**src/rtl/xtc_pkg.sv**
```systemverilog
package xtc_pkg;

  // How the pending drift correction acts on the divider at a minute boundary.
  typedef enum logic [1:0] {
    CORR_NONE    = 2'd0,
    CORR_ADVANCE = 2'd1,
    CORR_HOLD    = 2'd2
  } corr_kind_e;

  // Each calibration unit is worth 2**CAL_SHIFT crystal ticks.
  localparam int CAL_SHIFT = 2;

endpackage

```
**src/rtl/xtc_cal_guard.sv**
```systemverilog
module xtc_cal_guard
  import xtc_pkg::*;
#(
  parameter int CAL_W = 8,
  parameter int MAG_W = CAL_W + 1 + CAL_SHIFT
) (
  input  logic             clk,
  input  logic             rst,
  input  logic             run,
  input  logic             sec_pulse,
  input  logic             wr,
  input  logic [CAL_W-1:0] wr_val,
  input  logic             err_clr,
  output logic [CAL_W-1:0] cal_o,
  output corr_kind_e       corr_kind_o,
  output logic [MAG_W-1:0] corr_mag_o,
  output logic             err_o
);

  logic [CAL_W-1:0] cal_q;
  logic             err_q;
  logic             legal;
  logic             neg;
  logic [CAL_W:0]   ext;
  logic [CAL_W:0]   abs_val;

  // Writes are safe when stopped or right after a seconds boundary.
  assign legal = !run || sec_pulse;

  always_ff @(posedge clk) begin
    if (rst) begin
      cal_q <= '0;
      err_q <= 1'b0;
    end else begin
      if (wr && legal) begin
        cal_q <= wr_val;
      end
      if (wr && !legal) begin
        err_q <= 1'b1;
      end else if (err_clr) begin
        err_q <= 1'b0;
      end
    end
  end

  // Magnitude of the two's-complement value, scaled to crystal ticks.
  assign neg     = cal_q[CAL_W-1];
  assign ext     = {cal_q[CAL_W-1], cal_q};
  assign abs_val = neg ? (~ext + (CAL_W+1)'(1)) : ext;

  always_comb begin
    corr_mag_o = {abs_val, {CAL_SHIFT{1'b0}}};
    if (cal_q == '0) begin
      corr_kind_o = CORR_NONE;
    end else if (neg) begin
      corr_kind_o = CORR_HOLD;
    end else begin
      corr_kind_o = CORR_ADVANCE;
    end
  end

  assign cal_o = cal_q;
  assign err_o = err_q;

endmodule

```
**src/rtl/xtc_divider.sv**
```systemverilog
module xtc_divider
  import xtc_pkg::*;
#(
  parameter int TICKS_PER_SEC = 32768,
  parameter int MAG_W         = 11
) (
  input  logic             clk,
  input  logic             rst,
  input  logic             step,
  input  logic             last_sec,
  input  corr_kind_e       corr_kind,
  input  logic [MAG_W-1:0] corr_mag,
  output logic             wrap_o,
  output logic             sec_pulse_o,
  output logic             half_tick_o
);

  localparam int DIV_W = $clog2(TICKS_PER_SEC);
  localparam logic [DIV_W-1:0] LAST_CNT = DIV_W'(TICKS_PER_SEC - 1);
  localparam logic [DIV_W-1:0] MID_CNT  = DIV_W'(TICKS_PER_SEC / 2 - 1);

  logic [DIV_W-1:0] cnt_q;
  logic [MAG_W-1:0] hold_q;
  logic             holding;
  logic             adv;
  logic             sec_q;
  logic             half_q;

  assign holding = (hold_q != '0);
  assign adv     = step && !holding;
  assign wrap_o  = adv && (cnt_q == LAST_CNT);

  always_ff @(posedge clk) begin
    if (rst) begin
      cnt_q  <= '0;
      hold_q <= '0;
      sec_q  <= 1'b0;
      half_q <= 1'b0;
    end else begin
      sec_q  <= wrap_o;
      half_q <= adv && ((cnt_q == MID_CNT) || (cnt_q == LAST_CNT));
      if (step && holding) begin
        hold_q <= hold_q - MAG_W'(1);
      end
      if (wrap_o) begin
        cnt_q <= '0;
        if (last_sec) begin
          case (corr_kind)
            CORR_ADVANCE: cnt_q  <= DIV_W'(corr_mag);
            CORR_HOLD:    hold_q <= corr_mag;
            default:      ;
          endcase
        end
      end else if (adv) begin
        cnt_q <= cnt_q + DIV_W'(1);
      end
    end
  end

  assign sec_pulse_o = sec_q;
  assign half_tick_o = half_q;

endmodule

```
**src/rtl/xtc_sec_counter.sv**
```systemverilog
module xtc_sec_counter #(
  parameter int SECS_PER_MIN = 60
) (
  input  logic clk,
  input  logic rst,
  input  logic wrap_i,
  output logic last_sec_o,
  output logic min_tick_o
);

  localparam int SEC_W = (SECS_PER_MIN > 2) ? $clog2(SECS_PER_MIN) : 1;
  localparam logic [SEC_W-1:0] LAST_SEC = SEC_W'(SECS_PER_MIN - 1);

  logic [SEC_W-1:0] sec_q;
  logic             min_q;

  assign last_sec_o = (sec_q == LAST_SEC);

  always_ff @(posedge clk) begin
    if (rst) begin
      sec_q <= '0;
      min_q <= 1'b0;
    end else begin
      min_q <= wrap_i && last_sec_o;
      if (wrap_i) begin
        sec_q <= last_sec_o ? '0 : sec_q + SEC_W'(1);
      end
    end
  end

  assign min_tick_o = min_q;

endmodule

```
**src/rtl/xtc_timebase.sv**
```systemverilog
module xtc_timebase
  import xtc_pkg::*;
#(
  parameter int TICKS_PER_SEC = 32768,
  parameter int SECS_PER_MIN  = 60,
  parameter int CAL_W         = 8
) (
  input  logic             clk,
  input  logic             rst,
  input  logic             tick_en,
  input  logic             run,
  input  logic             cal_wr,
  input  logic [CAL_W-1:0] cal_val,
  input  logic             err_clr,
  output logic             sec_pulse,
  output logic             half_tick,
  output logic             min_tick,
  output logic             cal_err
);

  localparam int MAG_W = CAL_W + 1 + CAL_SHIFT;

  logic             step;
  logic             wrap;
  logic             last_sec;
  logic [CAL_W-1:0] cal_q;
  corr_kind_e       corr_kind;
  logic [MAG_W-1:0] corr_mag;

  assign step = run && tick_en;

  xtc_cal_guard #(
    .CAL_W (CAL_W),
    .MAG_W (MAG_W)
  ) u_guard (
    .clk         (clk),
    .rst         (rst),
    .run         (run),
    .sec_pulse   (sec_pulse),
    .wr          (cal_wr),
    .wr_val      (cal_val),
    .err_clr     (err_clr),
    .cal_o       (cal_q),
    .corr_kind_o (corr_kind),
    .corr_mag_o  (corr_mag),
    .err_o       (cal_err)
  );

  xtc_divider #(
    .TICKS_PER_SEC (TICKS_PER_SEC),
    .MAG_W         (MAG_W)
  ) u_div (
    .clk         (clk),
    .rst         (rst),
    .step        (step),
    .last_sec    (last_sec),
    .corr_kind   (corr_kind),
    .corr_mag    (corr_mag),
    .wrap_o      (wrap),
    .sec_pulse_o (sec_pulse),
    .half_tick_o (half_tick)
  );

  xtc_sec_counter #(
    .SECS_PER_MIN (SECS_PER_MIN)
  ) u_sec (
    .clk        (clk),
    .rst        (rst),
    .wrap_i     (wrap),
    .last_sec_o (last_sec),
    .min_tick_o (min_tick)
  );

endmodule

```
**config.mk**
```make
export PLATFORM = sky130hd
export DESIGN_NAME = xtc_timebase
export DESIGN_NICKNAME = d
export VERILOG_FILES = /design/src/rtl/xtc_pkg.sv /design/src/rtl/xtc_cal_guard.sv /design/src/rtl/xtc_divider.sv /design/src/rtl/xtc_sec_counter.sv /design/src/rtl/xtc_timebase.sv
export SDC_FILE = /design/constraint.sdc
export NUM_CORES = 1
export LEC_CHECK = 0
export BUFFER_PORTS_ARGS = -buffer_cell sky130_fd_sc_hd__buf_4
export CAP_MARGIN = 20
export CORE_MARGIN = 1.5
export CORE_UTILIZATION = 45
export DETAILED_ROUTE_END_ITERATION = 6
export GPL_ROUTABILITY_DRIVEN = 0
export PLACE_DENSITY = 0.61
export REMOVE_ABC_BUFFERS = 1
export SLEW_MARGIN = 10
export SYNTH_ARGS = -nofsm -noshare
export SYNTH_HDL_FRONTEND = slang
export SYNTH_SLANG_ARGS = --single-unit
```
**constraint.sdc**
```tcl
create_clock -name clk -period 6.92 [get_ports clk]
set_input_delay 0.346 -clock clk [delete_from_list [all_inputs] [get_ports clk]]
set_output_delay 0.346 -clock clk [all_outputs]
set_load 0.05 [all_outputs]
```
==> Word level (Yosys, flattened, before mapping) <==
Cells that the tools add are included.
{ "classes": {"bitwise_logic": 1, "n_div": 0, "n_eq_ne": 5, "reduce_logical": 17, "add_sub_neg": 4, "n_shift": 0, "mux": 14, "magnitude_cmp": 0, "mul": 0} }
{ "op_table": {"columns": ["op", "count"], "rows": [
  ["11-bit two-way mux", 5],
  ["15-bit two-way mux", 3],
  ["15-bit by 1-bit adder with 15-bit output, second input constant", 1],
  ["15-bit by 14-bit equality test with 1-bit output, second input constant", 1],
  ["15-bit equality test, second input constant", 1],
  ["11-bit nonzero test", 1],
  ["11-bit by 1-bit subtractor with 11-bit output, second input constant", 1],
  ["9-bit by 1-bit adder with 9-bit output, second input constant", 1],
  ["9-bit two-way mux", 1],
  ["9-bit NOT", 1],
  ["1-bit logical AND", 8],
  ["8-bit logical NOT", 1],
  ["6-bit by 1-bit adder with 6-bit output, second input constant", 1],
  ["6-bit equality test, second input constant", 1],
  ["6-bit two-way mux", 1],
  ["2-bit two-way mux", 2],
  ["2-bit nonzero test", 2],
  ["1-bit logical NOT", 3],
  ["2-bit by 1-bit equality test with 1-bit output, second input constant", 1],
  ["2-bit equality test, second input constant", 1],
  ["1-bit logical OR", 2],
  ["1-bit two-way mux", 2]
]} }
{ "totals": {"inputBits": 14, "n_memories": 0, "mem_bits_ro": 0, "latchBits": 0, "reg_bits": 44, "mem_bits_rw": 0} }

==> Longest topological paths before layout <==
{ "logic_depth": {"depth_word": 6, "mapped_depth": 8} }

==> Hierarchy <==
Synthesis repeated with hierarchy kept, for this count alone.
{ "hier_totals": {"cells_unflattened": 303, "area_unflattened_um2": 2536.2} }
{ "by_module_without_submodules": {"columns": ["module", "cells_each", "area_each_um2", "instances", "seq_area_each_um2"], "rows": [
  ["xtc_divider", 197, 1662.8, 1, 560.5],
  ["xtc_cal_guard", 71, 551.8, 1, 180.2],
  ["xtc_sec_counter", 34, 315.3, 1, 140.1],
  ["xtc_timebase", 1, 6.3, 1, 0.0]
]} }

==> Worst setup path before layout <==
Ideal clock, no wire load.
{ "synth_timing": {"path_type": "reg-to-reg", "from": "reg u_div.hold_q[0]", "to": "reg u_sec.sec_q[5]", "setup_time_ns": 0.086, "t_arrival_ns": 2.231, "path_buffers": 1, "period_less_slack_ns": 2.317, "setup_slack_ns": 4.603, "path_stages_with_launch": 9, "required_ns": 6.834, "path_cell_list": "dfxtp_1 inv_1 ha_1 nor4b_4 nand4_4 or3_1 clkbuf_2 or4_1 a211oi_1"} }
{ "synth_via": {"elab_chain_len": 4} }
{ "synth_rtl": {"columns": ["element", "line", "rtl"], "rows": [
  ["start, declared", "xtc_divider.sv:23", "logic [MAG_W-1:0] hold_q;"],
  ["start signal, assigned", "xtc_divider.sv:43", "hold_q <= hold_q - MAG_W'(1);"],
  ["start signal, assigned", "xtc_divider.sv:50", "CORR_HOLD: hold_q <= corr_mag;"],
  ["11-bit nonzero test", "xtc_divider.sv:29", "assign holding = (hold_q != '0);"],
  ["1-bit logical NOT", "xtc_divider.sv:30", "assign adv = step && !holding;"],
  ["1-bit logical AND", "xtc_divider.sv:30", null],
  ["1-bit logical AND", "xtc_divider.sv:31", "assign wrap_o = adv && (cnt_q == LAST_CNT);"],
  ["end signal, assigned", "xtc_sec_counter.sv:26", "sec_q <= last_sec_o ? '0 : sec_q + SEC_W'(1);"],
  ["end, declared", "xtc_sec_counter.sv:14", "logic [SEC_W-1:0] sec_q;"]
]} }
No other way between the ends.
A chain may end at the register's enable or synchronous reset.

==> Final worst setup path <==
Ends and elaborated chain as after synthesis.

==> key figures <==
CTS
  • Clock Pin Slew Worst Setup and Hold Paths: 0.08 ns
  • Postcts setup bufs: 0
  • CTS Root Cell: clkbuf_8
  • CTS Buf Count: 5
  • Worst-skew pair later-pin latency: 0.30 ns
  • Post-cts sizing count: 0
  • Sinks on the clock net: 44
  • Max clock buf depth: 2
  • TritonCTS clock tree: built
  • H-tree levels: 2
  • CTS Hold Bufs: 0

Worst setup path
  • Reg-to-Reg Start: u_div.hold_q[0]
  • RR Endpoint: u_sec.sec_q[5]
  • Endpoint type of the worst setup path: flop
  • CP max stage cell: or4_1
  • CP bufs+invs: 1
  • Worst Reg-to-Reg Cells: 7
  • Worst path cell trace: inv_1, ha_1, nor4b_4, nand4_4, or3_1, or4_1, a211oi_1
  • FF-to-FF setup slack: 4.34 ns
  • CP max FO: 7
  • CP startpoint: u_div.hold_q[0]
  • CP arrival: 2.79 ns
  • Worst Path Required: 7.13 ns
  • CP peak stage delay: 0.54 ns
  • Crit-path leading delay family: simple AND/OR/NAND/NOR gates
  • Critical setup path kind: flop to flop
  • Startpoint types: flop

Final layout
  • Share of layout cells above drive strength 1: 0.143
  • Multi-input logic area: 1300 um^2
  • Layout Nets: 292
  • Antenna Cells: 0
  • Fillers: 474
  • Area Growth Syn to Fin: 12.7%
  • Fin area: 2530 um^2
  • Reg area: 881 um^2
  • Finished Core Util: 0.532

Floorplanning
  • Die area: 5420 um^2
  • Die width: 73.6 um
  • FP Rows: 25
  • Core area: 4750 um^2
  • Die extent in y: 73.6 um
  • Io pins: 18
  • Initial Utilization: 0.472

Placed design
  • Hpwl dp: 3.82 mm
  • Port bufs: 17
  • Placed inst area: 2430 um^2
  • Pre-CTS WS: 4.37 ns

Global route
  • Global router's overall resource usage: 0.212
  • Initial antenna violation count: 0
  • Vias in the first global route: 1841
  • Global-route wire length before repair: 8.81 mm
  • Overflow after GRT: 0
  • Largest net degree at the start of global routing: 38

Min path
  • Hold Crit Class: input port to flop
  • Hold Path Depth: 3
  • Hold Path End: u_guard.cal_o[5]
  • Min-Delay Startpoint: cal_val[5]

STA
  • Actual slew at the worst max-slew pin: 1.07 ns
  • Hold Violations, Final: 0
  • Endpoints failing setup: 0
  • RSZ-0062 raised after global routing: no
  • Worst-case clock skew: 0.00574 ns
  • Fmax: 0.388 GHz
  • Slack of the critical path: 4.34 ns
  • Final critical-path share of the clock period: 0.372
  • Max-slew violations: 0
  • Setup TNS: 0 ns
  • Slew margin rel.: 0.281
  • Minimum clock period: 2.58 ns
  • Hold WS: 0.273 ns

Logic synthesis
  • Ys Warns: 0
  • Synth Register Bits: 44
  • Sequential share of the synthesized area: 0.392
  • Gate count of the mapped netlist: 255
  • Main flop type after synthesis: dfxtp_1
  • Mapped cell area: 2240 um^2
  • Ys async rst share: 0
  • Distinct cells, synth: 49
  • Avg Cell Area, Syn: 8.80 um^2
  • Count of flip-flops with a built-in enable after synthesis: 0

Pwr
  • Power per cell area: 288 nW/um^2
  • Leakage power: 0.907 nW
  • VDD IR max: 0.118 mV

Detailed routing
  • Avg WL per Cell: 15.2 um
  • Via count: 1921
  • Drt pass-1 iters: 4
  • Routed wire length: 5.18 mm
  • DR iter-0 viols: 133
  • Post-DRT Antenna Nets: 0
  • DRC violations left: 0
  • Via density: 5.65

Status
  • Status: completed

Job
  • Max Cap Violations: 0
==> worst min-delay path, stage by stage <==
cell and delay [ns]:
buf_4 0.07, mux2i_1 0.05, nor2_1 0.07
==> cell type report <==
type                    instances  area share
flip-flops and latches         44       0.348
inverters                       9      0.0134
repair buffers                 18      0.0524
clock buffers                   7      0.0381
multi-input cells             195       0.515
well taps                      67      0.0331
==> flip-flops by register name, summed over array words and instances, names as in the netlist <==
name	count
u_guard.err_o	1
u_sec.min_tick_o	1
u_guard.cal_o	8
u_div.sec_pulse_o	1
u_div.half_tick_o	1
u_div.hold_q	11
u_sec.sec_q	6
u_div.cnt_q	15
==> layer usage <==
layer / wire length (um) / track usage
met1: 2520 / 0.286
met2: 2390 / 0.333
met3: 181 / 0.0425
met4: 87 / 0.0802
met5: 0 / 0
==> through the flow <==
| stage | total power [mW] | instances |
|---|---|---|
| after floorplan | 0.502 | 248 |
| final | 0.728 | 340 |
| after global routing | 0.773 | 340 |
| after CTS | 0.733 | 339 |
| after global placement | 0.558 | 332 |
| after detailed placement | 0.560 | 332 |
==> placed cells by master (no fill, tap or decap), types with 4 or more instances in the layout <==
cell,synthesis,routed
a211oi_1,6,6
a21oi_1,9,9
a31oi_1,4,4
and2_1,5,5
buf_4,0,17
clkbuf_8,0,7
dfxtp_1,44,44
ha_1,5,5
inv_1,9,9
mux2i_1,8,8
nand2_1,18,18
nand3_1,11,11
nand4_1,7,7
nor2_1,21,21
nor3_1,19,19
nor4_1,8,8
o21ai_0,6,6
o22ai_1,6,6
xnor2_1,16,16
xor2_1,6,6
==> worst max path at each step <==
stage / end / slack (ns) / depth (start not counted)
detailed placement: u_sec.sec_q[5] / 4.37 / 7
CTS: u_sec.sec_q[5] / 4.33 / 7
global placement: u_sec.sec_q[5] / 4.44 / 7
global route: u_div.hold_q[2] / 4.03 / 7
floorplan: u_sec.sec_q[5] / 4.64 / 7
finish: u_sec.sec_q[5] / 4.34 / 7
==> synth_stat cells (all sizes together) (6+ instances only) <==
cell,n,area [um^2]
o21ai,7,35.0
nand3,11,55.1
a21oi,9,45.0
clkbuf,6,23.8
xnor2,16,140
o22ai,6,37.5
nand2,19,73.8
nor3,20,105
xor2,6,52.6
nand4,8,65.1
nor2,21,78.8
dfxtp,44,881
inv,9,33.8
mux2i,8,80.1
nor4,9,71.3
a211oi,6,45.0
==> power by group <==
part	internal (mW)	switching, mW	total [mW]
registers	0.279	0.0352	0.315
clock network	0.0889	0.0834	0.172
logic	0.104	0.137	0.241
==> cell families after synthesis <==
family | share of synthesized area
compound gates | 0.127
xor+xnor | 0.0858
fa+ha+maj | 0.0279
buf+inv | 0.0273
flops | 0.392
mux | 0.0407
simple gates | 0.299
Power figures use the tool's default switching activity.
